--- src/rtl/refdiv_pkg.sv ---
package refdiv_pkg;
  // Comparator state: pending up or down request.
  typedef struct packed {
    logic up;
    logic dn;
  } phase_t;

  // Registered pump-pin model.
  typedef struct packed {
    logic up;
    logic dn;
    logic oe;
  } pump_t;
endpackage

--- src/rtl/refdiv_counter.sv ---
module refdiv_counter #(
  parameter int CNT_W     = 10,
  parameter int MIN_RATIO = 2
) (
  input  logic             clk,
  input  logic             rst,
  input  logic [CNT_W-1:0] ratio_i,
  output logic             pulse_o
);
  localparam logic [CNT_W-1:0] MIN_V = CNT_W'(MIN_RATIO);
  localparam logic [CNT_W-1:0] ONE_V = CNT_W'(1);

  logic [CNT_W-1:0] cnt_q;
  logic [CNT_W-1:0] ratio_eff;
  logic             term;

  // Prohibited small ratios fall back to the minimum.
  always_comb begin
    ratio_eff = (ratio_i < MIN_V) ? MIN_V : ratio_i;
    term      = (cnt_q == '0);
  end

  // The ratio is only sampled on reload, so mid-count changes wait.
  always_ff @(posedge clk) begin
    if (rst) begin
      cnt_q   <= '0;
      pulse_o <= 1'b0;
    end else if (term) begin
      cnt_q   <= ratio_eff - ONE_V;
      pulse_o <= 1'b1;
    end else begin
      cnt_q   <= cnt_q - ONE_V;
      pulse_o <= 1'b0;
    end
  end

  assert_single_pulse_R2: assert property (@(posedge clk) disable iff (rst)
    pulse_o |=> !pulse_o);

  assert_reload_in_range_R3: assert property (@(posedge clk) disable iff (rst)
    pulse_o |-> (cnt_q >= MIN_V - ONE_V));
endmodule

--- src/rtl/refdiv_pfd.sv ---
module refdiv_pfd
  import refdiv_pkg::*;
(
  input  logic   clk,
  input  logic   rst,
  input  logic   ref_ev_i,
  input  logic   n_ev_i,
  input  logic   clear_i,
  output phase_t flags_o
);
  logic set_up, set_dn;

  always_comb begin
    set_up = flags_o.up | ref_ev_i;
    set_dn = flags_o.dn | n_ev_i;
  end

  // Three-state comparator: both requests present resets the pair.
  always_ff @(posedge clk) begin
    if (rst || clear_i) begin
      flags_o <= '0;
    end else if (set_up && set_dn) begin
      flags_o <= '0;
    end else begin
      flags_o.up <= set_up;
      flags_o.dn <= set_dn;
    end
  end

  assert_flags_exclusive_R5: assert property (@(posedge clk) disable iff (rst)
    !(flags_o.up && flags_o.dn));

  assert_clear_holds_R7: assert property (@(posedge clk) disable iff (rst)
    clear_i |=> (flags_o == '0));

  assert_coincident_clears_R5: assert property (@(posedge clk) disable iff (rst)
    (ref_ev_i && n_ev_i) |=> (flags_o == '0));
endmodule

--- src/rtl/refdiv_outmux.sv ---
module refdiv_outmux
  import refdiv_pkg::*;
(
  input  logic   clk,
  input  logic   rst,
  input  phase_t flags_i,
  input  logic   ref_ev_i,
  input  logic   n_ev_i,
  input  logic   test_i,
  input  logic   pos_i,
  input  logic   hiz_i,
  output pump_t  pump_o
);
  pump_t pump_d;

  always_comb begin
    if (test_i) begin
      // Observation path: the polarity control picks the counter.
      pump_d.up = pos_i ? n_ev_i : ref_ev_i;
      pump_d.dn = 1'b0;
      pump_d.oe = 1'b1;
    end else if (hiz_i) begin
      pump_d = '0;
    end else begin
      pump_d.up = pos_i ? flags_i.up : flags_i.dn;
      pump_d.dn = pos_i ? flags_i.dn : flags_i.up;
      pump_d.oe = 1'b1;
    end
  end

  always_ff @(posedge clk) begin
    if (rst) pump_o <= '0;
    else     pump_o <= pump_d;
  end

  assert_hiz_blank_R7: assert property (@(posedge clk) disable iff (rst)
    (hiz_i && !test_i) |=> (pump_o == '0));

  assert_test_select_R8: assert property (@(posedge clk) disable iff (rst)
    test_i |=> (pump_o.oe && !pump_o.dn &&
                (pump_o.up == ($past(pos_i) ? $past(n_ev_i) : $past(ref_ev_i)))));

  assert_up_dn_exclusive_R5: assert property (@(posedge clk) disable iff (rst)
    !(pump_o.up && pump_o.dn));

  assert_drive_enabled_R5: assert property (@(posedge clk) disable iff (rst)
    (!hiz_i && !test_i) |=> pump_o.oe);
endmodule

--- src/rtl/refdiv_pd_top.sv ---
module refdiv_pd_top
  import refdiv_pkg::*;
#(
  parameter int CNT_W     = 10,
  parameter int MIN_RATIO = 2
) (
  input  logic             clk,
  input  logic             rst,
  input  logic [CNT_W-1:0] div_ratio_i,
  input  logic             sense_pos_i,
  input  logic             pump_hiz_i,
  input  logic             test_mode_i,
  input  logic             n_pulse_i,
  output logic             ref_pulse_o,
  output logic             pump_up_o,
  output logic             pump_dn_o,
  output logic             pump_oe_o
);
  phase_t flags;
  pump_t  pump;
  logic   ref_ev;

  refdiv_counter #(.CNT_W(CNT_W), .MIN_RATIO(MIN_RATIO)) u_cnt (
    .clk     (clk),
    .rst     (rst),
    .ratio_i (div_ratio_i),
    .pulse_o (ref_ev)
  );

  refdiv_pfd u_pfd (
    .clk      (clk),
    .rst      (rst),
    .ref_ev_i (ref_ev),
    .n_ev_i   (n_pulse_i),
    .clear_i  (pump_hiz_i),
    .flags_o  (flags)
  );

  refdiv_outmux u_mux (
    .clk      (clk),
    .rst      (rst),
    .flags_i  (flags),
    .ref_ev_i (ref_ev),
    .n_ev_i   (n_pulse_i),
    .test_i   (test_mode_i),
    .pos_i    (sense_pos_i),
    .hiz_i    (pump_hiz_i),
    .pump_o   (pump)
  );

  always_comb begin
    ref_pulse_o = ref_ev;
    pump_up_o   = pump.up;
    pump_dn_o   = pump.dn;
    pump_oe_o   = pump.oe;
  end
endmodule

--- config.mk ---
export PLATFORM = sky130hd
export DESIGN_NAME = refdiv_pd_top
export DESIGN_NICKNAME = d
export VERILOG_FILES = /design/src/rtl/refdiv_pkg.sv /design/src/rtl/refdiv_counter.sv /design/src/rtl/refdiv_pfd.sv /design/src/rtl/refdiv_outmux.sv /design/src/rtl/refdiv_pd_top.sv
export SDC_FILE = /design/constraint.sdc
export NUM_CORES = 1
export LEC_CHECK = 0
export CAP_MARGIN = 20
export CORE_AREA = 8 8 46 48
export DETAILED_ROUTE_END_ITERATION = 7
export DIE_AREA = 0 0 54 56
export DONT_BUFFER_PORTS = 1
export PLACE_DENSITY = 0.78
export SLEW_MARGIN = 20
export SYNTH_ARGS = -nofsm -noshare
export SYNTH_HDL_FRONTEND = slang
export SYNTH_SLANG_ARGS = --single-unit
--- constraint.sdc ---
create_clock -name clk -period 8.1 [get_ports clk]
set_input_delay 2.025 -clock clk [delete_from_list [all_inputs] [get_ports clk]]
set_output_delay 2.025 -clock clk [all_outputs]
set_load 0.02 [all_outputs]
==> flow_summary.ini, run 1 <==
[critical_path]
critPathMaxFanout = 5
path_class = input port to flop
slowest_stage = or4b_4
start_kind = input port
cpLargestDelayFamily = simple AND/OR/NAND/NOR gates
crit_arrival_ns = 4.40
max_stage_delay_ns = 0.51
worstPathCellList = nor3_1, nand4b_1, a41oi_1, ha_1, or4b_4, or4_4, nor2_1, a2bb2oi_1, nor2_1
required_ns = 8.29
startpoint = div_ratio_i[7]
critPathBufInv = 0
crit_path_frequent_cell = nor2_1
endpoint_kind = flop
r2r-start = u_cnt.cnt_q[5]

[clocking]
ctsHoldBuffers = 0
cts_max_path_buffers = 2
postCtsResizedCells = 0
clock_latency_ns = 0.28
clock_sinks = 16
cts-root-buf = clkbuf_4
clock_tree.htree_level_count = 1
post-cts-setup-buffer-count = 0
cts_tree = built
cts_buffers = 3
clkTransAtPathRegs_ns = 0.10

[placed_design]
placedCellCount = 113
dp_hpwl_um = 1550
place_area_um2 = 870
place.gp.congestion = 0.868
pre_cts_slack_ns = 3.57
place.port_buffers = 0

[synthesis]
synth_warnings = 0
ys_seq_area_share_pct = 36.7
synth-seq-cells = 16
synth_cell_types = 37
synthesis.area_um2 = 872
synthesis.nets = 116
synthCells = 99
avgSynthCellArea_um2 = 8.81

[route]
wl_per_cell_um = 17.4
drc = 0
viasPerCell = 6.65
drt_wl_total_um = 2030
vias = 778
ant_nets = 0
drt-pass1-iter-count = 4
drt_iter0_drc = 13

[grt]
grt_antenna_before_repair = 0
grt_pass1_vias = 791
overflow = 0
grt_max_degree = 14
grt_pass1_wl_um = 3590
grt_usage_pct = 14.8

[outcome]
status = finished, final reports clean

[power_and_ir_drop]
internal_power_mw = 0.209
power_density_nw_per_um2 = 386
leakage_nw = 0.320
seqPwrFrac_pct = 36.5
total_power_mw = 0.350
switchingPower_mw = 0.141
combPwrFrac_pct = 48.4
ir_worst_vdd_v = 0.000180
pwr-share-clk_pct = 15.1
switching_share_pct = 40.3

[final_layout]
nets = 119
syn_to_final_growth_pct = 3.87
regArea_um2 = 320
layout_common_cells = nor2_1 (23), dfxtp_1 (16), a21oi_1 (10)
fillCellCount = 126
multi_input_area_um2 = 522
stdcell_count = 117
final_common_cell = nor2_1
antennaDiodeCount = 0
drive_above_1_share_pct = 14.9
fin_area_um2 = 906

[die]
die_w_um = 54
die-height_um = 56
start_util_pct = 60.7
coreArea_um2 = 1440
rows = 14
die-area_um2 = 3020
io_pins = 20

[job]
drv_cap = 0

[timing]
maxSlewViolCount = 0
period_needed_ns = 4.21
period_share_pct = 52.0
fin_setup_tns_ns = 0
hold_violations = 0
fin_ws_ns = 3.89
worst_pin_slew_ns = 0.521
rsz0062_at_grt = no
relSlewSlack_pct = 65.0
final-setup-viol-count = 0
max_freq_ghz = 0.237
finalClockSkew_ns = 0.00372

[worst_hold_path]
hold_class = flop to flop
hp-start = u_pfd.flags_o[1]
==> per-stage QoR <==
stage	util (%)	hold slack (ns)
2_1_floorplan	-	0.434
3_3_place_gp	60.5	0.445
3_5_place_dp	60.5	0.463
4_1_cts	63.1	0.472
5_1_grt	63.1	0.522
6_report	63.1	0.476
==> area by class of cell <==
class                   instances  share of cell area [%]
clock buffers                   4                    4.01
flip-flops and latches         16                    35.4
well taps                      16                    2.21
multi-input cells              79                    57.6
inverters                       2                   0.829
==> power groups by stage <==
stage                     Sequential [mW]  Combinational, mW  Clock, mW
after floorplan                     0.122              0.151          0
after global placement              0.128              0.164          0
after detailed placement            0.129              0.168          0
after CTS                           0.127              0.169     0.0533
after global routing                0.131              0.195     0.0574
final                               0.128              0.169     0.0528
==> metal layers <==
layer	up-vias	share of wire, %	track usage, %
met1	376	39	18.5
met4	0	1.2	4.93
met5	-	0	0
met2	28	53	24.2
met3	4	7.0	2.67
li1	370	-	-
==> Yosys cell counts, drive strengths merged <==
master,n,area [µm²]
a2111oi,1,15.0
a211oi,1,7.51
a21o,1,8.76
a21oi,10,50.1
a2bb2oi,1,8.76
a31o,1,8.76
a31oi,1,6.26
a41oi,1,8.76
and2,1,6.26
and3,1,6.26
buf,2,22.5
dfxtp,16,320
ha,1,12.5
inv,2,7.51
mux2i,1,10.0
mux4,1,22.5
nand2,3,11.3
nand3,1,5.00
nand4,1,6.26
nand4b,1,8.76
nor2,23,86.3
nor2b,1,6.26
nor3,6,30.0
nor3b,1,12.5
nor4,3,25.0
o21ai,5,25.0
o2bb2ai,1,8.76
o311ai,1,26.3
o31ai,1,7.51
or2,1,6.26
or3,1,11.3
or4,3,33.8
or4b,1,13.8
xnor2,2,17.5
xor2,1,8.76
==> final timing paths <==
kind | depth (start not counted) | endpoint | slack (ns)
worst max-delay path | 9 | u_cnt.cnt_q[8] | 3.89
worst min-delay path | 1 | u_pfd.flags_o[0] | 0.48
worst max register to register | 9 | u_cnt.cnt_q[8] | 5.41
worst min register to register | 1 | u_pfd.flags_o[0] | 0.48
==> registers in the layout, summed over array words and instances, names as in the netlist <==
name and count:
u_pfd.flags_o 2, u_mux.pump_o 3, u_cnt.cnt_q 10, u_cnt.pulse_o 1
==> logic make-up (layout without fill, tap and decap cells) <==
| group | count (synthesis) | count (layout) | synth area share [%] |
|---|---|---|---|
| xor gates and xnor gates | 3 | 3 | 3.01 |
| and+or+nand+nor | 48 | 48 | 30.8 |
| buffers and inverters | 4 | 6 | 3.44 |
| DFF | 16 | 16 | 36.7 |
| adders and majority gates | 1 | 1 | 1.43 |
| AOI/OAI and AO/OA | 25 | 25 | 20.8 |
| muxes | 2 | 2 | 3.73 |
(Power assumes the default switching activity.)
==> inputs of run 2 (changes only) <==
--- a/config.mk
+++ b/config.mk
@@ -6,11 +6,11 @@
 export NUM_CORES = 1
 export LEC_CHECK = 0
 export CAP_MARGIN = 20
-export CORE_AREA = 8 8 46 48
+export CORE_AREA = 8 8 48 50
 export DETAILED_ROUTE_END_ITERATION = 7
-export DIE_AREA = 0 0 54 56
+export DIE_AREA = 0 0 56 58
 export DONT_BUFFER_PORTS = 1
-export PLACE_DENSITY = 0.78
+export PLACE_DENSITY = 0.71
 export SLEW_MARGIN = 20
 export SYNTH_ARGS = -nofsm -noshare
 export SYNTH_HDL_FRONTEND = slang
==> constraint.sdc (replaced) <==
create_clock -name clk -period 4.2 [get_ports clk]
set_input_delay 1.05 -clock clk [delete_from_list [all_inputs] [get_ports clk]]
set_output_delay 1.05 -clock clk [all_outputs]
set_load 0.02 [all_outputs]
==> flow_summary.ini, run 2 (synthesized netlist as in run 1, its figures left out) <==
[clocking]
clock_tree.htree_level_count = 1
cts-root-buf = clkbuf_4
cts_max_path_buffers = 2
clkTransAtPathRegs_ns = 0.09
post-cts-setup-buffer-count = 0
clock_sinks = 16
cts_buffers = 3
postCtsResizedCells = 0
clock_latency_ns = 0.28
cts_tree = built
ctsHoldBuffers = 0

[route]
viasPerCell = 6.22
wl_per_cell_um = 15.7
drt-pass1-iter-count = 4
drt_iter0_drc = 24
drc = 0
ant_nets = 0
vias = 734
drt_wl_total_um = 1850

[critical_path]
path_class = input port to flop
r2r_slack_ns = 1.49
endpoint_kind = flop
crit_arrival_ns = 3.49
worstRegToRegCells = 9
start_kind = input port
critPathMaxFanout = 5
reg2reg_to = u_cnt.cnt_q[8]
required_ns = 4.39
r2r-start = u_cnt.cnt_q[5]

[die]
die-height_um = 58
start_util_pct = 54.0
io_pins = 20
die-area_um2 = 3250
coreArea_um2 = 1610
die_w_um = 56
rows = 15

[final_layout]
largest_register_ff_count = 10
syn_to_final_growth_pct = 4.02
nets = 119
reg_top3 = u_cnt.cnt_q x10, u_mux.pump_o x3, u_pfd.flags_o x2
final_common_cell = nor2_1
largest-register = u_cnt.cnt_q
antennaDiodeCount = 0
layout_common_cells = nor2_1 (23), dfxtp_1 (16), a21oi_1 (10)
drive_above_1_share_pct = 14.9

[grt]
grt_pass1_vias = 719
grt_antenna_before_repair = 0
grt_usage_pct = 11.0
grt_max_degree = 14
overflow = 0
grt_pass1_wl_um = 2970

[timing]
finalClockSkew_ns = 0.00565
rsz0062_at_grt = no
maxSlewViolCount = 0
fin_setup_tns_ns = 0
hold_violations = 0
worst_pin_slew_ns = 0.509
period_needed_ns = 3.30
fin_ws_ns = 0.895
final-setup-viol-count = 0
relSlewSlack_pct = 65.8
period_share_pct = 78.7
max_freq_ghz = 0.303

[placed_design]
place.port_buffers = 0
dp_hpwl_um = 1470
place.gp.congestion = 0.818
pre_cts_slack_ns = 0.625

[power_and_ir_drop]
power_density_nw_per_um2 = 737
total_power_mw = 0.668
switchingPower_mw = 0.265
internal_power_mw = 0.403
pwr-share-clk_pct = 14.8
seqPwrFrac_pct = 36.4
leakage_nw = 0.320
combPwrFrac_pct = 48.7
ir_worst_vdd_v = 0.000350
switching_share_pct = 39.7

[outcome]
status = finished, final reports clean

[worst_hold_path]
hold_class = flop to flop
worstHoldPathCells = 1
hp-start = u_pfd.flags_o[1]
hold-path-endpoint = u_pfd.flags_o[0]

[job]
drv_cap = 0
[run 2: cell counts in the layout (fill, tap and decap cells not counted)]
Identical to the previous run, type by type.
[run 2: how the worst max path moves through the flow]
stage | start | to | slack [ns] | cells past startpoint
6_report | div_ratio_i[7] | u_cnt.cnt_q[8] | 0.90 | 9
3_5_place_dp | div_ratio_i[7] | u_cnt.cnt_q[8] | 0.63 | 9
5_1_grt | div_ratio_i[7] | u_cnt.cnt_q[8] | 0.79 | 9
2_1_floorplan | div_ratio_i[7] | u_cnt.cnt_q[8] | 0.86 | 9
4_1_cts | div_ratio_i[7] | u_cnt.cnt_q[8] | 0.94 | 9
3_3_place_gp | div_ratio_i[7] | u_cnt.cnt_q[8] | 0.72 | 9
[run 2: per-layer routing]
| metal | vias to the layer above | track usage, % | part of all wire [%] |
|---|---|---|---|
| met5 | - | 0 | 0 |
| met4 | 0 | 7.22 | 1.1 |
| met3 | 6 | 3.28 | 7.8 |
| met2 | 23 | 17.7 | 48 |
| met1 | 334 | 12.2 | 43 |
| li1 | 371 | - | - |
[run 2: worst max-delay path, stage by stage]
cell and delay (ns):
nor3_1 0.36, nand4b_1 0.15, a41oi_1 0.39, ha_1 0.28, or4b_4 0.51, or4_4 0.43, nor2_1 0.11, a2bb2oi_1 0.16
nor2_1 0.05
[run 2: layout make-up]
type	instances	area (µm²)
Fill cell	163	707
Multi-Input combinational cell	79	522
Sequential cell	16	320
Clock buffer	4	36.3
Tap cell	17	21.3
Inverter	2	7.51
[run 2: metrics by stage]
step | std cells | cell area (µm²) | hold slack [ns] | utilization, %
2_1_floorplan | 99 | 872 | 0.434 | -
3_3_place_gp | 114 | 871 | 0.447 | 54.0
3_5_place_dp | 114 | 871 | 0.466 | 54.0
4_1_cts | 118 | 907 | 0.478 | 56.2
5_1_grt | 118 | 907 | 0.505 | 56.2
6_report | 118 | 907 | 0.481 | 56.2
[run 2: power by group through the flow]
stage	clock [mW]	sequential (mW)	combinational, mW
floorplan	0	0.236	0.291
global placement	0	0.247	0.318
global route	0.109	0.249	0.360
finish	0.0991	0.244	0.326
CTS	0.103	0.243	0.326
detailed placement	0	0.246	0.323
==> inputs of run 3 (changes only) <==
--- a/config.mk
+++ b/config.mk
@@ -6,11 +6,11 @@
 export NUM_CORES = 1
 export LEC_CHECK = 0
 export CAP_MARGIN = 20
-export CORE_AREA = 8 8 48 50
+export CORE_AREA = 8 8 50 52
 export DETAILED_ROUTE_END_ITERATION = 7
-export DIE_AREA = 0 0 56 58
+export DIE_AREA = 0 0 58 60
 export DONT_BUFFER_PORTS = 1
-export PLACE_DENSITY = 0.71
+export PLACE_DENSITY = 0.68
 export SLEW_MARGIN = 20
 export SYNTH_ARGS = -nofsm -noshare
 export SYNTH_HDL_FRONTEND = slang
==> constraint.sdc (replaced) <==
create_clock -name clk -period 2.9 [get_ports clk]
set_input_delay 0.725 -clock clk [delete_from_list [all_inputs] [get_ports clk]]
set_output_delay 0.725 -clock clk [all_outputs]
set_load 0.02 [all_outputs]
==> flow_summary.ini, run 3 (synthesized netlist as in run 1, its figures left out) <==
[critical_path]
critPathMaxFanout = 3
crit_arrival_ns = 2.78
worstRegToRegCells = 9
start_kind = input port
reg2reg_to = u_cnt.cnt_q[8]
path_class = input port to flop
max_stage_delay_ns = 0.46
r2r-start = u_cnt.cnt_q[5]
cpLargestDelayFamily = simple AND/OR/NAND/NOR gates
critPathBufInv = 0
crit_path_frequent_cell = nor2_1
required_ns = 3.10
r2r_slack_ns = 0.45
slowest_stage = or4b_4
endpoint_kind = flop
worstPathCellList = nor3_1, nand4b_1, a41oi_2, ha_1, or4b_4, or4_4, nor2_1, a2bb2oi_1, nor2_1

[power_and_ir_drop]
switching_share_pct = 39.8
ir_worst_vdd_v = 0.000515
leakage_nw = 0.341
power_density_nw_per_um2 = 1080
seqPwrFrac_pct = 34.7
internal_power_mw = 0.617
switchingPower_mw = 0.408
combPwrFrac_pct = 50.3
pwr-share-clk_pct = 15.0

[final_layout]
largest-register = u_cnt.cnt_q
syn_to_final_growth_pct = 9.04
reg_top3 = u_cnt.cnt_q x10, u_mux.pump_o x3, u_pfd.flags_o x2
final_common_cell = nor2_1
largest_register_ff_count = 10
layout_common_cells = nor2_1 (23), dfxtp_1 (16), a21oi_1 (10)
fin_area_um2 = 951
fillCellCount = 180
nets = 123
drive_above_1_share_pct = 20.0
antennaDiodeCount = 0

[grt]
overflow = 0
grt_max_degree = 14
grt_usage_pct = 12.8
grt_antenna_before_repair = 0
grt_pass1_wl_um = 3450
grt_pass1_vias = 766

[timing]
max_freq_ghz = 0.388
final-setup-viol-count = 0
maxSlewViolCount = 0
whs_ns = 0.480
finalClockSkew_ns = 0.0112
worst_pin_slew_ns = 0.548
period_share_pct = 89.0
period_needed_ns = 2.58
relSlewSlack_pct = 63.2
rsz0062_at_grt = no
hold_violations = 0
fin_setup_tns_ns = 0

[worst_hold_path]
hold-path-endpoint = u_cnt.cnt_q[7]
hp-start = rst
hold_class = input port to flop
worstHoldPathCells = 1

[route]
drt_wl_total_um = 2050
wl_per_cell_um = 16.6
drc = 0
viasPerCell = 6.18
drt_iter0_drc = 16
ant_nets = 0
vias = 760
drt-pass1-iter-count = 4

[placed_design]
place.gp.congestion = 0.839
dp_hpwl_um = 1560
place.port_buffers = 0
place_area_um2 = 915

[die]
rows = 16
die_w_um = 58
start_util_pct = 48.4
die-area_um2 = 3480
coreArea_um2 = 1800
die-height_um = 60
io_pins = 20

[clocking]
ctsHoldBuffers = 0
cts_tree = built
clock_sinks = 16
clock_tree.htree_level_count = 1
cts_max_path_buffers = 2
clkTransAtPathRegs_ns = 0.11
post-cts-setup-buffer-count = 0
cts_buffers = 3
clock_latency_ns = 0.30
postCtsResizedCells = 0
cts-root-buf = clkbuf_4

[job]
drv_cap = 0

[outcome]
status = finished, final reports clean
[run 3: final cells by class]
type | count | area [µm²] | area share [%]
Sequential cell | 16 | 320 | 33.7
Timing Repair Buffer | 4 | 30.0 | 3.16
Inverter | 2 | 7.51 | 0.789
Multi-Input combinational cell | 79 | 534 | 56.2
Clock buffer | 4 | 36.3 | 3.82
Tap cell | 18 | 22.5 | 2.37
[run 3: power groups by stage]
stage	combinational [mW]	sequential [mW]	clock, mW
2_1_floorplan	0.429	0.342	0
3_3_place_gp	0.499	0.359	0
3_5_place_dp	0.516	0.358	0
4_1_cts	0.518	0.355	0.156
5_1_grt	0.592	0.363	0.168
6_report	0.515	0.356	0.153
[run 3: worst register-to-register path, delay by kind of cell, from the launching register on]
family | cells | cell delay [ns]
simple gates | 6 | 1.34
compound gates | 2 | 0.38
flops | 1 | 0.44
fa+ha+maj | 1 | 0.20
[run 3: routing by layer]
layer	up-vias	routed length (µm)	track usage [%]	share of wire, %
met4	0	14	2.80	0.68
met1	360	836	13.4	41
li1	379	-	-	-
met2	19	983	21.7	48
met5	-	0	0	0
met3	2	212	7.53	10
[run 3: how the worst max path moves through the flow]
| stage | cells after the start | startpoint | slack (ns) | endpoint |
|---|---|---|---|---|
| finish | 9 | div_ratio_i[4] | 0.32 | u_cnt.cnt_q[8] |
| global route | 9 | div_ratio_i[4] | 0.20 | u_cnt.cnt_q[8] |
| CTS | 9 | div_ratio_i[4] | 0.29 | u_cnt.cnt_q[8] |
| detailed placement | 9 | div_ratio_i[4] | -0.02 | u_cnt.cnt_q[8] |
| global placement | 9 | div_ratio_i[4] | 0.09 | u_cnt.cnt_q[8] |
| floorplan | 9 | div_ratio_i[7] | 0.04 | u_cnt.cnt_q[8] |
[run 3: metrics by stage]
stage / std cells / setup WS, ns / power [mW] / utilization (%)
6_report: 123 / 0.320 / 1.02 / 52.8
2_1_floorplan: 99 / 0.0426 / 0.771 / -
4_1_cts: 123 / 0.294 / 1.03 / 52.8
5_1_grt: 123 / 0.196 / 1.12 / 52.8
3_3_place_gp: 119 / 0.0870 / 0.859 / 50.8
3_5_place_dp: 119 / -0.0245 / 0.874 / 50.8
